===== src/rtl/rtc_hf_pkg.sv =====
package rtc_hf_pkg;
  localparam int unsigned ST_HALT_BIT  = 1;
  localparam int unsigned ST_BROWN_BIT = 0;

  typedef struct packed {
    logic halt;
    logic brown;
  } stat_t;
endpackage


===== src/rtl/rtc_sync.sv =====
module rtc_sync #(
  parameter int unsigned W       = 1,
  parameter logic [W-1:0] RST_VAL = '0
) (
  input  logic         clk_i,
  input  logic         rst_ni,
  input  logic [W-1:0] d_i,
  output logic [W-1:0] q_o
);
  logic [W-1:0] meta_q, sync_q;

  always_ff @(posedge clk_i or negedge rst_ni) begin
    if (!rst_ni) begin
      meta_q <= RST_VAL;
      sync_q <= RST_VAL;
    end else begin
      meta_q <= d_i;
      sync_q <= meta_q;
    end
  end

  assign q_o = sync_q;
endmodule


===== src/rtl/rtc_halt_det.sv =====
module rtc_halt_det #(
  parameter int unsigned HALT_LIMIT = 8192
) (
  input  logic clk_i,
  input  logic rst_ni,
  input  logic osc_i,
  input  logic ce_i,
  output logic halt_evt_o
);
  localparam int unsigned CW = $clog2(HALT_LIMIT + 1);
  localparam logic [CW-1:0] LIM     = CW'(HALT_LIMIT);
  localparam logic [CW-1:0] LIM_M1  = CW'(HALT_LIMIT - 1);

  logic          osc_s, osc_d, ce_s, armed, rise;
  logic [CW-1:0] cnt_q;

  rtc_sync #(.W(1), .RST_VAL(1'b0)) i_osc_sync (
    .clk_i(clk_i), .rst_ni(rst_ni), .d_i(osc_i), .q_o(osc_s));
  // ce sync resets high: watch is disarmed out of reset
  rtc_sync #(.W(1), .RST_VAL(1'b1)) i_ce_sync (
    .clk_i(clk_i), .rst_ni(rst_ni), .d_i(ce_i), .q_o(ce_s));

  always_ff @(posedge clk_i or negedge rst_ni) begin
    if (!rst_ni) osc_d <= 1'b0;
    else         osc_d <= osc_s;
  end

  assign armed = ~ce_s;
  assign rise  = osc_s & ~osc_d;

  always_ff @(posedge clk_i or negedge rst_ni) begin
    if (!rst_ni)              cnt_q <= '0;
    else if (!armed || rise)  cnt_q <= '0;
    else if (cnt_q != LIM)    cnt_q <= cnt_q + 1'b1;
  end

  // fires once on reaching the limit; counter then saturates
  assign halt_evt_o = armed && !rise && (cnt_q == LIM_M1);

  AST_DISARM_CLEARS_CNT: assert property (@(posedge clk_i) disable iff (!rst_ni)
    !armed |=> (cnt_q == '0));
  AST_CNT_BOUNDED: assert property (@(posedge clk_i) disable iff (!rst_ni)
    cnt_q <= LIM);
  AST_EDGE_RESTARTS: assert property (@(posedge clk_i) disable iff (!rst_ni)
    rise |=> (cnt_q == '0));
endmodule


===== src/rtl/rtc_brown_qual.sv =====
module rtc_brown_qual (
  input  logic clk_i,
  input  logic rst_ni,
  input  logic vlow_i,
  output logic bo_evt_o
);
  logic v_s, v_d;

  rtc_sync #(.W(1), .RST_VAL(1'b0)) i_vlow_sync (
    .clk_i(clk_i), .rst_ni(rst_ni), .d_i(vlow_i), .q_o(v_s));

  always_ff @(posedge clk_i or negedge rst_ni) begin
    if (!rst_ni) v_d <= 1'b0;
    else         v_d <= v_s;
  end

  assign bo_evt_o = v_s & v_d;

  AST_TWO_SAMPLES: assert property (@(posedge clk_i) disable iff (!rst_ni)
    bo_evt_o |-> $past(v_s));
endmodule


===== src/rtl/rtc_health_flags.sv =====
module rtc_health_flags
  import rtc_hf_pkg::*;
#(
  parameter int unsigned HALT_LIMIT = 8192
) (
  input  logic       clk_i,
  input  logic       rst_ni,
  input  logic       osc_clk_i,
  input  logic       ce_i,
  input  logic       por_i,
  input  logic       vlow_i,
  input  logic       wr_en_i,
  input  logic [1:0] wr_data_i,
  output logic [1:0] status_o,
  output logic       clr_ctrl_o
);
  stat_t stat_q;
  logic  clr_q, halt_evt, bo_evt, halt_set, wr_clr_halt, wr_clr_brown;

  rtc_halt_det #(.HALT_LIMIT(HALT_LIMIT)) i_halt_det (
    .clk_i(clk_i), .rst_ni(rst_ni), .osc_i(osc_clk_i), .ce_i(ce_i),
    .halt_evt_o(halt_evt));

  rtc_brown_qual i_brown_qual (
    .clk_i(clk_i), .rst_ni(rst_ni), .vlow_i(vlow_i), .bo_evt_o(bo_evt));

  assign halt_set     = halt_evt | por_i;
  assign wr_clr_halt  = wr_en_i & ~wr_data_i[ST_HALT_BIT];
  assign wr_clr_brown = wr_en_i & ~wr_data_i[ST_BROWN_BIT];

  always_ff @(posedge clk_i or negedge rst_ni) begin
    if (!rst_ni) begin
      stat_q <= '{halt: 1'b1, brown: 1'b0};
      clr_q  <= 1'b0;
    end else begin
      clr_q <= halt_set;
      // detection takes priority over a software clear
      if (halt_set)         stat_q.halt <= 1'b1;
      else if (wr_clr_halt) stat_q.halt <= 1'b0;
      if (halt_set)                      stat_q.brown <= 1'b0;
      else if (bo_evt && !stat_q.halt)   stat_q.brown <= 1'b1;
      else if (wr_clr_brown)             stat_q.brown <= 1'b0;
    end
  end

  assign status_o[ST_HALT_BIT]  = stat_q.halt;
  assign status_o[ST_BROWN_BIT] = stat_q.brown;
  assign clr_ctrl_o             = clr_q;

  AST_HALT_MASKS_BROWN: assert property (@(posedge clk_i) disable iff (!rst_ni)
    stat_q.halt |-> !stat_q.brown);
  AST_CLR_WITH_HALT: assert property (@(posedge clk_i) disable iff (!rst_ni)
    clr_q |-> stat_q.halt);
  AST_POR_SETS_HALT: assert property (@(posedge clk_i) disable iff (!rst_ni)
    por_i |=> (stat_q.halt && !stat_q.brown && clr_q));
  AST_HALT_STICKY: assert property (@(posedge clk_i) disable iff (!rst_ni)
    (stat_q.halt && !(wr_en_i && !wr_data_i[ST_HALT_BIT])) |=> stat_q.halt);
  AST_BROWN_STICKY: assert property (@(posedge clk_i) disable iff (!rst_ni)
    (stat_q.brown && !halt_evt && !por_i && !(wr_en_i && !wr_data_i[ST_BROWN_BIT]))
      |=> stat_q.brown);
  AST_DETECT_WINS: assert property (@(posedge clk_i) disable iff (!rst_ni)
    (por_i && wr_en_i) |=> stat_q.halt);
endmodule


===== config.mk =====
export PLATFORM = sky130hd
export DESIGN_NAME = rtc_health_flags
export DESIGN_NICKNAME = d
export VERILOG_FILES = /design/src/rtl/rtc_hf_pkg.sv /design/src/rtl/rtc_sync.sv /design/src/rtl/rtc_halt_det.sv /design/src/rtl/rtc_brown_qual.sv /design/src/rtl/rtc_health_flags.sv
export SDC_FILE = /design/constraint.sdc
export NUM_CORES = 1
export LEC_CHECK = 0
export ABC_AREA = 0
export CORE_ASPECT_RATIO = 1.25
export CORE_UTILIZATION = 40
export CTS_BUF_LIST = sky130_fd_sc_hd__clkbuf_8
export DETAILED_ROUTE_END_ITERATION = 6
export HOLD_SLACK_MARGIN = 0.03
export PLACE_DENSITY = 0.66
export SETUP_SLACK_MARGIN = 0.1
export SYNTH_ARGS = -nofsm -noshare
export SYNTH_HDL_FRONTEND = slang
export SYNTH_SLANG_ARGS = --single-unit

===== constraint.sdc =====
create_clock -name clk_i -period 1.8 [get_ports clk_i]
set_input_delay 0.45 -clock clk_i [delete_from_list [all_inputs] [get_ports clk_i]]
set_output_delay 0.45 -clock clk_i [all_outputs]
set_load 0.03 [all_outputs]

==> metrics.txt, run 1 <==
result of the run finished, final reports clean; CTS hold repair buffers 0; synthesized cell area 1080 sq um; CP cell instances dlygate4sd2_1; GR Overflow Total 0; RSZ-0062 raised after global routing false; worst r2r dst i_halt_det.cnt_q[12]$_DFFE_PN0P_; CP Buf/Inv Count 1; metal2 WL 845 um; Worst setup SP type register; R2R Path Start i_halt_det.cnt_q[2]$_DFFE_PN0P_; initial antenna violation count 0; CP arrival 1.20 ns; met3 WL 57 um; Yosys top cell area share 0.510; Final Hold Vio Count 0; 1st-iter DRT viols 7; slowest cell on the critical path dfstp_2; post-CTS setup buffers 0; final period utilization 0.915; top layer in use met4; CTS max path bufs 2; Setup-failing EPs final 0; CTS Buf Count 3; Sum Neg Setup Slack 0 ns; post-detailed-route count of antenna-violating nets 0; largest register by flop count i_halt_det.cnt_q; Ys Warns 0; Primary FF master, synth dfrtp_1; DRT Pass-1 Iters 4; Antenna diodes 0; Seq/Total Area, Yosys 0.583; first-pass GRT wire length 3110 um; Critical Path Source status_o[1]$_DFFE_PN1P_; Crit path required time 1.35 ns; Synth Register Bits 25; Starting Density 0.432; Pleak 0.564 nW; CTS tree done; Layout Utilization 0.510; share of cells above drive strength 1 0.128; mean post-synth cell area 11.4 sq um; H-tree Lvls 1; DRT Wirelength 1730 um; GR Util All Layers 0.146; max FFs per register 14; Non-Filler Cell Area, Final 1280 sq um; DPL Wire Length 1220 um; largest net degree at the start of global routing 26; Post-synth ARST share 1.00; Placed Area 1230 sq um; vias in the first global route 730; Relative slew margins 0.775; die span in y 60.1 um; hold-critical path depth 0; CTS Root Cell clkbuf_8; Worst-Skew Late Latency 0.26 ns; Unique masters post-synth 33; Die Wd 48.5 um; FF-to-FF path depth 4; M1 wire length 779 um; row count 20; vias per inst 4.99; clk_skew 0.00213 ns; Tmin final 1.65 ns; I/O pins 12; drt wl/cell 12.2 um; clock edge transition at the registers on the reported setup and hold paths 0.08 ns; Filler Cells Inserted 233; Mapped Cells 95; FF/Latch Area 629 sq um; DRC violations left 0; Min-Delay Endpoint i_halt_det.i_osc_sync.q_o$_DFF_PN0_; Mapped Nets 106; # resized after CTS 3; Die Area 2910 sq um; fin nets 121; DR vias 709; Pwr Total 981 uW; CP max stage delay 0.54 ns; fmax 607 MHz; max-slew violation total from the final report 0; worst-path fanout max 3; top cell type by total area after synthesis dfrtp_1; Slew @ Worst Pin 0.335 ns; Top delay family on crit path flip-flops; Min-Delay Startpoint i_halt_det.i_osc_sync.meta_q$_DFF_PN0_; flop-to-flop setup slack 0.34 ns; Post-synth EDFFs 0; top cells by area, synth dfrtp_1, dfstp_2, xor2_1, nor2_1, ha_1; gp weighted congestion 0.753; element type at the critical path end output pin; CP Class register to output pin; CTS Sinks 25; Cell Pwr Density 768 nW/um^2; multi-input logic area 427 sq um; P&R area growth vs syn 18.2%; maximum VDD drop 0.548 mV; Hold WC Path Type register to register; Max Cap Viol 0; Core Footprint 2500 sq um; Port Buffers 11
synth_stat cells, types with 2 or more instances:
cell / n
dfrtp_1: 22
a21oi_1: 4
ha_1: 2
inv_1: 3
nand2b_1: 2
or3_1: 2
nand2_1: 3
nand3_1: 5
dfstp_2: 3
o21ai_0: 2
xor2_1: 9
nor2_1: 13
clkbuf_1: 2
nand4_1: 4
layout make-up:
| class | instances | area share |
|---|---|---|
| repair buffers | 13 | 0.0951 |
| well taps | 33 | 0.0324 |
| clock buffers | 3 | 0.0324 |
| inverters | 3 | 0.00882 |
| clock inverters | 1 | 0.00392 |
| flip-flops and latches | 25 | 0.493 |
| multi-input cells | 64 | 0.334 |
layer usage:
metal	global-route usage	vias to the layer above
li1	-	351
met1	0.161	341
met2	0.256	12
met3	0.0305	5
met4	0.101	0
met5	0	-
layout by cell type (no fill, tap or decap):
cell type / instances
nand2_1: 3
nand3b_1: 1
and4_4: 1
nor4b_1: 1
or3_1: 2
dlygate4sd2_1: 3
ha_1: 2
nor4_1: 1
nand4_4: 1
nand4_1: 4
clkbuf_8: 3
buf_4: 2
dfstp_2: 3
xor2_1: 9
nand3_1: 5
inv_1: 3
nor3_1: 1
nor2_1: 13
a211o_1: 1
nor3b_1: 1
nand2b_1: 2
dfrtp_1: 22
o21ai_0: 2
and2_1: 1
a21oi_1: 4
or2_1: 1
and3_2: 1
clkinv_2: 1
or2b_1: 1
xnor2_1: 1
a21o_1: 1
nand2_2: 1
nor4_2: 1
and4_1: 1
clkdlybuf4s50_1: 8
mux2i_1: 1
worst max path at each step:
stage / end / depth (start not counted)
floorplan: i_halt_det.cnt_q[13]$_DFFE_PN0P_ / 4
global placement: status_o[1] / 1
detailed placement: status_o[1] / 1
CTS: status_o[1] / 1
global route: status_o[1] / 1
finish: status_o[1] / 1
cells by family (layout without fill, tap and decap cells):
kind of cell,count (synthesis),count (layout),share of synthesized area
AO/OA/AOI/OAI,8,8,0.0429
buffers and inverters,6,20,0.0220
XOR/XNOR,10,10,0.0811
flip-flops,25,25,0.583
multiplexers,1,1,0.00927
adder cells (fa/ha/maj),2,2,0.0232
AND/OR/NAND/NOR,43,43,0.239
report_power, final:
group          switching [mW]  total, mW  leakage (nW)  internal (mW)
registers             0.00812      0.588         0.321          0.580
logic                  0.0388     0.0736         0.218         0.0348
clock network           0.164      0.319        0.0255          0.155
total                   0.211      0.981         0.564          0.769
through the flow:
step	instances	setup WS, ns	hold WS [ns]
floorplan	95	0.482	0.154
global placement	138	0.176	0.333
finish	142	0.153	0.359
CTS	142	0.141	0.361
detailed placement	138	0.170	0.345
global route	142	0.125	0.367
Note: power is estimated with default switching activity, not from simulation.
==> run 2, diff against run 1 <==
Settings changed: CTS_BUF_LIST sky130_fd_sc_hd__clkbuf_8 to not set.
==> metrics.txt, run 2 (same netlist as run 1, synthesis figures left out) <==
result of the run finished, final reports clean; Sum Neg Setup Slack 0 ns; row count 20; Hold WC Path Type register to register; most frequent cells in the layout dfrtp_1, nor2_1, xor2_1; FF-to-FF path depth 4; DR vias 721; gp weighted congestion 0.753; initial antenna violation count 0; Min-Delay Endpoint i_halt_det.i_ce_sync.q_o$_DFF_PN1_; Top delay family on crit path flip-flops; CP cell instances clkbuf_2; CP Depth 1; post-detailed-route count of antenna-violating nets 0; post-CTS setup buffers 0; DPL Wire Length 1220 um; CTS tree done; maximum VDD drop 0.504 mV; slowest cell on the critical path dfstp_2; Worst-Skew Late Latency 0.32 ns; worst-path fanout max 3; Core Footprint 2500 sq um; CP max stage delay 0.56 ns; largest net degree at the start of global routing 26; clock edge transition at the registers on the reported setup and hold paths 0.12 ns; Antenna diodes 0; 1st-iter DRT viols 14; flop-to-flop setup slack 0.33 ns; clk_skew 0.00487 ns; CTS Sinks 25; CTS Buf Count 3; CTS Root Cell clkbuf_4; Min-Delay Startpoint i_halt_det.i_ce_sync.meta_q$_DFF_PN1_; first-pass GRT wire length 3060 um; Worst setup SP type register; DRT Pass-1 Iters 4; Starting Density 0.432; R2R Path Start i_halt_det.cnt_q[2]$_DFFE_PN0P_; DRC violations left 0; DRT Wirelength 1750 um; fmax 658 MHz; Slew @ Worst Pin 0.335 ns; P&R area growth vs syn 16.1%; Setup WS post-layout 0.280 ns; Port Buffers 11; Critical Path Source status_o[1]$_DFFE_PN1P_; CP Buf/Inv Count 1; Final Hold Vio Count 0; Place WS 0.170 ns; Die Wd 48.5 um; max-slew violation total from the final report 0; drt wl/cell 12.4 um; die span in y 60.1 um; I/O pins 12; RSZ-0062 raised after global routing false; Max Cap Viol 0; commonest non-fill, non-tap cell in the layout dfrtp_1; CP arrival 1.07 ns; Relative slew margins 0.775; vias in the first global route 717; vias per inst 5.08; Pleak 0.556 nW; fin nets 121; hold-critical path depth 0; max FFs per register 14; GR Util All Layers 0.141; final period utilization 0.844; share of cells above drive strength 1 0.138; Tmin final 1.52 ns; H-tree Lvls 1; element type at the critical path end output pin; Setup-failing EPs final 0; Cell Pwr Density 720 nW/um^2; CP Class register to output pin; Crit path required time 1.35 ns; worst r2r dst i_halt_det.cnt_q[12]$_DFFE_PN0P_; largest register by flop count i_halt_det.cnt_q; Layout Utilization 0.501; GR Overflow Total 0; CTS max path bufs 2; Die Area 2910 sq um
run 2: cell types whose count changed in the layout (fill, tap and decap cells not counted):
cell           before  now
clkbuf_2            0    1
clkbuf_8            3    0
dlygate4sd2_1       3    2
clkbuf_4            0    3
run 2: timing repair:
item                                   CTS  global route
resized for setup                        3             2
endpoints found under the hold margin    0             0
cloned                                   0             0
hold buffers                             0             0
setup endpoints to repair                3             1
run 2: how the worst max path moves through the flow:
stage | slack, ns | endpoint
floorplan | 0.48 | i_halt_det.cnt_q[13]$_DFFE_PN0P_
global placement | 0.18 | status_o[1]
detailed placement | 0.17 | status_o[1]
CTS | 0.07 | status_o[1]
global route | 0.20 | status_o[0]
finish | 0.28 | status_o[1]
run 2: layout make-up:
cell class	count	area, sq um
multi-input cells	64	427
flip-flops and latches	25	629
clock inverters	1	5.00
inverters	3	11.3
well taps	33	41.3
fillers	234	1250
clock buffers	3	22.5
repair buffers	13	118
run 2: where the power goes:
group	internal [mW]	leakage [nW]	total [mW]	switching [mW]
Clock	0.0832	0.0177	0.241	0.158
Sequential	0.581	0.321	0.589	0.00838
Combinational	0.0344	0.218	0.0735	0.0391
Total	0.698	0.556	0.903	0.205
run 2: metrics by stage:
step | total power, mW | std cells | instance area, sq um | hold slack [ns]
after floorplan | 0.631 | 95 | 1080 | 0.154
after global placement | 0.674 | 138 | 1230 | 0.333
after detailed placement | 0.678 | 138 | 1230 | 0.345
after CTS | 0.919 | 142 | 1260 | 0.367
after global routing | 0.949 | 142 | 1250 | 0.374
final | 0.903 | 142 | 1250 | 0.366
run 2: layer usage:
layer / part of all wire / routed length (um) / global-route usage
met5: 0 / 0 / 0
met4: 0.026 / 45 / 0.0882
met3: 0.027 / 47 / 0.0153
met2: 0.48 / 837 / 0.247
met1: 0.47 / 824 / 0.169
